## src/rtl/i2cmx_pkg.sv

```systemverilog
package i2cmx_pkg;
   typedef enum logic {
      SRC_CTL = 1'b0,
      SRC_TGT = 1'b1
   } src_e;

   localparam int CNT_W     = 4;
   localparam int LAST_DATA = 7;
   localparam int ACK_SLOT  = 8;
endpackage

```

## src/rtl/i2cmx_sync.sv

```systemverilog
module i2cmx_sync #(
   parameter int W      = 1,
   parameter int STAGES = 2
) (
   input  logic         clk,
   input  logic         rst,
   input  logic [W-1:0] d,
   output logic [W-1:0] q
);
   logic [W-1:0] stg [STAGES];

   always_ff @(posedge clk) begin
      if (rst) begin
         for (int k = 0; k < STAGES; k++) stg[k] <= '1;
      end else begin
         stg[0] <= d;
         for (int k = 1; k < STAGES; k++) stg[k] <= stg[k-1];
      end
   end

   assign q = stg[STAGES-1];
endmodule

```

## src/rtl/i2cmx_tracker.sv

```systemverilog
module i2cmx_tracker
   import i2cmx_pkg::*;
(
   input  logic clk,
   input  logic rst,
   input  logic scl,
   input  logic sda_ctl,
   input  logic sda_tgt,
   output logic busy,
   output src_e src,
   output logic fall_evt
);
   logic             scl_q, sda_q;
   logic [CNT_W-1:0] cnt;
   logic             first_byte, seen_rise, rw, ack_low;
   logic             rise_evt, start_evt, stop_evt, bit_val;

   assign rise_evt  = ~scl_q & scl;
   assign fall_evt  = scl_q & ~scl;
   assign start_evt = scl & scl_q & sda_q & ~sda_ctl & (src == SRC_CTL);
   assign stop_evt  = scl & scl_q & ~sda_q & sda_ctl & (src == SRC_CTL);
   assign bit_val   = (src == SRC_TGT) ? sda_tgt : sda_ctl;

   always_ff @(posedge clk) begin
      if (rst) begin
         scl_q      <= 1'b1;
         sda_q      <= 1'b1;
         cnt        <= '0;
         first_byte <= 1'b0;
         seen_rise  <= 1'b0;
         rw         <= 1'b0;
         ack_low    <= 1'b0;
         busy       <= 1'b0;
         src        <= SRC_CTL;
      end else begin
         scl_q <= scl;
         sda_q <= sda_ctl;
         if (start_evt) begin
            busy       <= 1'b1;
            cnt        <= '0;
            first_byte <= 1'b1;
            seen_rise  <= 1'b0;
            rw         <= 1'b0;
            src        <= SRC_CTL;
         end else if (stop_evt) begin
            busy       <= 1'b0;
            cnt        <= '0;
            first_byte <= 1'b0;
            seen_rise  <= 1'b0;
            src        <= SRC_CTL;
         end else if (busy) begin
            if (rise_evt) begin
               seen_rise <= 1'b1;
               if (first_byte && cnt == CNT_W'(LAST_DATA)) rw <= bit_val;
               if (cnt == CNT_W'(ACK_SLOT)) ack_low <= ~bit_val;
            end else if (fall_evt && seen_rise) begin
               seen_rise <= 1'b0;
               if (cnt == CNT_W'(LAST_DATA)) begin
                  cnt <= CNT_W'(ACK_SLOT);
                  // acknowledge comes from the side that did not send the byte
                  src <= (first_byte || !rw) ? SRC_TGT : SRC_CTL;
               end else if (cnt == CNT_W'(ACK_SLOT)) begin
                  cnt        <= '0;
                  first_byte <= 1'b0;
                  src        <= (rw && ack_low) ? SRC_TGT : SRC_CTL;
               end else begin
                  cnt <= cnt + 1'b1;
               end
            end
         end
      end
   end
endmodule

```

## src/rtl/i2cmx_top.sv

```systemverilog
module i2cmx_top
   import i2cmx_pkg::*;
#(
   parameter int NPORTS      = 2,
   parameter int SYNC_STAGES = 2,
   parameter bit OUT_REG     = 1'b0
) (
   input  logic              clk,
   input  logic              rst,
   input  logic              ctl_scl_in,
   input  logic              ctl_sda_in,
   output logic              ctl_sda_pull,
   input  logic [NPORTS-1:0] port_en,
   input  logic [NPORTS-1:0] tgt_sda_in,
   output logic [NPORTS-1:0] tgt_scl_pull,
   output logic [NPORTS-1:0] tgt_sda_pull,
   output logic              busy,
   output logic              dir
);
   localparam int SW = NPORTS + 2;

   if (NPORTS < 1 || SYNC_STAGES < 2) begin : g_bad_cfg
      $error("i2cmx_top: NPORTS must be >= 1 and SYNC_STAGES >= 2");
   end

   logic [SW-1:0]     sync_q;
   logic              scl_s, sda_c_s, sda_t_all;
   logic [NPORTS-1:0] sda_t_s;
   src_e              src;
   logic              trk_fall;
   logic              ctl_pull_d;
   logic [NPORTS-1:0] scl_pull_d, sda_pull_d;

   i2cmx_sync #(.W(SW), .STAGES(SYNC_STAGES)) u_sync (
      .clk (clk),
      .rst (rst),
      .d   ({tgt_sda_in, ctl_sda_in, ctl_scl_in}),
      .q   (sync_q)
   );

   assign scl_s     = sync_q[0];
   assign sda_c_s   = sync_q[1];
   assign sda_t_s   = sync_q[SW-1:2];
   assign sda_t_all = &(sda_t_s | ~port_en);

   i2cmx_tracker u_trk (
      .clk      (clk),
      .rst      (rst),
      .scl      (scl_s),
      .sda_ctl  (sda_c_s),
      .sda_tgt  (sda_t_all),
      .busy     (busy),
      .src      (src),
      .fall_evt (trk_fall)
   );

   assign dir        = (src == SRC_TGT);
   assign ctl_pull_d = (src == SRC_TGT) & ~sda_t_all;

   for (genvar i = 0; i < NPORTS; i++) begin : g_port
      assign scl_pull_d[i] = port_en[i] & ~scl_s;
      assign sda_pull_d[i] = port_en[i] & (src == SRC_CTL) & ~sda_c_s;
   end

   if (OUT_REG) begin : g_out_reg
      always_ff @(posedge clk) begin
         if (rst) begin
            ctl_sda_pull <= 1'b0;
            tgt_scl_pull <= '0;
            tgt_sda_pull <= '0;
         end else begin
            ctl_sda_pull <= ctl_pull_d;
            tgt_scl_pull <= scl_pull_d;
            tgt_sda_pull <= sda_pull_d;
         end
      end
   end else begin : g_out_comb
      assign ctl_sda_pull = ctl_pull_d;
      assign tgt_scl_pull = scl_pull_d;
      assign tgt_sda_pull = sda_pull_d;
   end
endmodule

```

## config.mk

```make
export PLATFORM = sky130hd
export DESIGN_NAME = i2cmx_top
export DESIGN_NICKNAME = d
export VERILOG_FILES = /design/src/rtl/i2cmx_pkg.sv /design/src/rtl/i2cmx_sync.sv /design/src/rtl/i2cmx_tracker.sv /design/src/rtl/i2cmx_top.sv
export SDC_FILE = /design/constraint.sdc
export NUM_CORES = 1
export LEC_CHECK = 0
export BUFFER_PORTS_ARGS = -buffer_cell sky130_fd_sc_hd__buf_4
export CAP_MARGIN = 10
export CORE_MARGIN = 3
export CORE_UTILIZATION = 56
export CTS_BUF_LIST = sky130_fd_sc_hd__clkbuf_4
export DETAILED_ROUTE_END_ITERATION = 12
export HOLD_SLACK_MARGIN = 0.08
export PLACE_DENSITY = 0.92
export SETUP_SLACK_MARGIN = 0.3
export SYNTH_ARGS = -nofsm -noshare
export SYNTH_HDL_FRONTEND = slang
export SYNTH_SLANG_ARGS = --single-unit
```

## constraint.sdc

```tcl
create_clock -name clk -period 1.56 [get_ports clk]
set_input_delay 0.078 -clock clk [delete_from_list [all_inputs] [get_ports clk]]
set_output_delay 0.078 -clock clk [all_outputs]
set_load 0.005 [all_outputs]
```

==> metrics.csv <==
stage,metric,value,unit
placed_design,gpl congestion,0.794,
floorplanning,IO Pins,15,
power_and_ir_drop,PwrDens,748,mW/mm2
global_route,largest net degree at the start of global routing,15,
layout,"most common cell after layout, fill and taps aside",buf_4,
layout,Final nets,135,
floorplanning,Row Count,13,
global_route,vias in the first global route,712,
clock_tree,Num CTS Buffers,3,
yosys,largest family of logic cells by synthesized area,simple AND/OR/NAND/NOR gates,
placed_design,Area after DPL,0.00100,mm2
routing,Antenna Violating Nets Remaining,0,
clock_tree,clock-pin transition on the worst setup and hold timing paths,0.11,ns
placed_design,IO Port Bufs,14,
routing,DRT Wirelength,1990,um
yosys,Post-Synth Adder-Cell Area,2.86,%
routing,DR vias,748,
yosys,Synth Instances,99,
power_and_ir_drop,peak supply drop,0.545,mV
run,max cap viols,0,
yosys,sequential area share after synthesis,45.7,%
yosys,top-area cell type share of the netlist area,45.7,%
clock_tree,CTS tree,yes,
layout,layout cells sized above 1,41.1,%
yosys,Synth area leader,dfxtp_1,
timing,Setup TNS,0,ns
timing,Final Cycle Share,92.1,%
global_route,met1 Usage GRT,26.7,%
critical_path,crit start category,register,
yosys,synthesized cell area,876,um2
floorplanning,Die Footprint,0.00207,mm2
timing,RSZ-0062 raised after global routing,yes,
routing,Wirelength per Cell,14.3,um
outcome,outcome,finished clean,
yosys,ys async rst share,0,%
floorplanning,Chip Width,45.5,um
placed_design,dpl cells,125,
layout,n_diodes,0,
critical_path,critical path class,register to register,
clock_tree,Root Buffer,clkbuf_4,
floorplanning,Starting Density,63.3,%
timing,relative slew slack,84.5,%
timing,minimum clock period,1.44,ns
clock_tree,Clock Path Buffers,2,
floorplanning,Die Y,45.5,um
global_route,met3 Use GR,3.56,%
yosys,Synth area leaders,"dfxtp_1 (46%), or2_2 (7.1%), a21oi_1 (4.6%), nand2_1 (4.3%), mux2i_1 (3.4%)",
global_route,met2 Resource Use GR,37.3,%
global_route,GRT Util Overall,22.0,%
global_route,initial antenna violation count,0,
layout,Fill cells,79,
timing,"Hold Violations, Final",0,
timing,fmax,696,MHz
routing,1st-iter DRT viols,24,
floorplanning,Core Area,0.00138,mm2
yosys,post-synthesis mux area share,3.43,%
routing,DR pass1 iterations,4,
routing,drc violations,0,
routing,Vias/cell,5.38,
global_route,most used routing layer in global routing,met2,
layout,final instance count without filler cells,139,
yosys,Yosys reg bits,20,
power_and_ir_drop,Leak,0.495,nW
yosys,post-synthesis xor/xnor area fraction,1.00,%
critical_path,"Max FO, Critical Path",5,
min_path,HP Class,primary input to register,
yosys,syn_nets,109,
layout,Area Growth Syn to Fin,32.0,%
yosys,Synth Area in Compound Gates,11.9,%
placed_design,HPWL Detailed,1350,um
yosys,simple logic cell fraction of the synthesized area,30.3,%
critical_path,CP Data Arrival Time,1.69,ns
clock_tree,TritonCTS Sinks,20,
critical_path,"Req. time, crit path",1.81,ns
yosys,Post-synth EDFFs,0,
global_route,GRT overflow,0,
layout,design area,0.00116,mm2
timing,Worst Max-Slew Pin Slew,0.231,ns
timing,"Slew Viols, Final",0,
clock_tree,worst skew pair latency,0.31,ns
timing,Final Skew,0.00434,ns
critical_path,crit end category,register,
yosys,count of different cell masters after synthesis,28,
yosys,Syn Area/Cell,8.85,um2
layout,"commonest cells after routing, fill and taps aside","buf_4 (19), dfxtp_1 (14), nand2_1 (10), or2_2 (10), inv_1 (6)",
yosys,Synth Flop Type,dfxtp_1,
clock_tree,H-Tree Depth,1,
yosys,Yosys warnings,0,
global_route,first-pass GRT wire length,3200,um
timing,Setup Viol. Count Final,0,
[cell type report]
type	count	area, um2	area share, %
Tap cell	15	18.8	1.62
Multi-Input combinational cell	68	473	40.9
Clock buffer	3	22.5	1.95
Timing Repair Buffer	24	193	16.7
Clock inverter	1	3.75	0.325
Sequential cell	20	413	35.7
Inverter	8	32.5	2.81
[power breakdown]
| group | internal, mW | switching [mW] |
|---|---|---|
| Clock | 0.0935 | 0.165 |
| Combinational | 0.0425 | 0.0304 |
| Sequential | 0.522 | 0.0106 |
| Total | 0.658 | 0.206 |
[state kept, by name, indices dropped and copies added, names as in the netlist]
signal,flops
u_sync.stg,8
u_trk.src,1
u_trk.cnt,4
u_trk.sda_q,1
u_trk.busy,1
u_trk.seen_rise,1
u_trk.first_byte,1
u_trk.ack_low,1
u_trk.rw,1
u_trk.scl_q,1
[stage by stage]
step	util, %	power, mW	hold WS (ns)	worst slack [ns]
global route	83.6	0.906	0.307	0.0859
finish	83.6	0.864	0.291	0.124
CTS	81.1	0.855	0.275	0.193
floorplan	-	0.577	0.182	0.248
global placement	72.6	0.604	0.263	0.208
detailed placement	72.6	0.607	0.266	0.147
[routing by layer]
metal  up-vias  share of wire [%]
li1        383                  -
met1       339                 44
met2        21                 50
met3         5                4.1
met4         0                1.8
met5         -                  0
[synthesized netlist by cell type (2+ instances only)]
cell and count:
nor2b_1 3, nand2b_1 2, inv_1 8, a21oi_1 8
mux2i_1 3, nand2_1 10, or2_2 10, nor2_1 6
dfxtp_1 20, o21ai_0 3, nand3b_1 3, ha_1 2
nor3_1 5, clkbuf_1 2
[kinds of logic (layout without fill, tap and decap cells)]
group                    Yosys count  after routing
AO/OA/AOI/OAI                     17             17
buffers and inverters             11             36
XOR/XNOR                           1              1
AND/OR/NAND/NOR                   45             45
adder cells (fa/ha/maj)            2              2
flip-flops                        20             20
multiplexers                       3              3
[critical path, cell delays in order, from the launching register on]
cell	delay, ns
dfxtp_4	0.40
inv_4	0.05
ha_4	0.15
inv_1	0.07
a21oi_2	0.05
or4_4	0.53
a21oi_2	0.13
[worst paths after layout]
check / endpoint / slack, ns / cells past startpoint / start
min reg2reg: u_sync.stg[0][7] / 0.42 / 1 / u_sync.stg[0][3]
max: u_trk.cnt[3] / 0.12 / 6 / u_trk.cnt[0]
min: u_trk.ack_low / 0.29 / 5 / port_en[0]
max reg2reg: u_trk.cnt[3] / 0.12 / 6 / u_trk.cnt[0]
[timing repair]
item                                    4_1_cts  5_1_grt
hold endpoints to repair                     11        0
hold buffers                                  5        0
setup buffers                                 4        1
cloned                                        0        0
endpoints found under the setup margin        6       11
pin swaps                                     2        4
resized for setup                             5        9
Power figures use the tool's default switching activity.
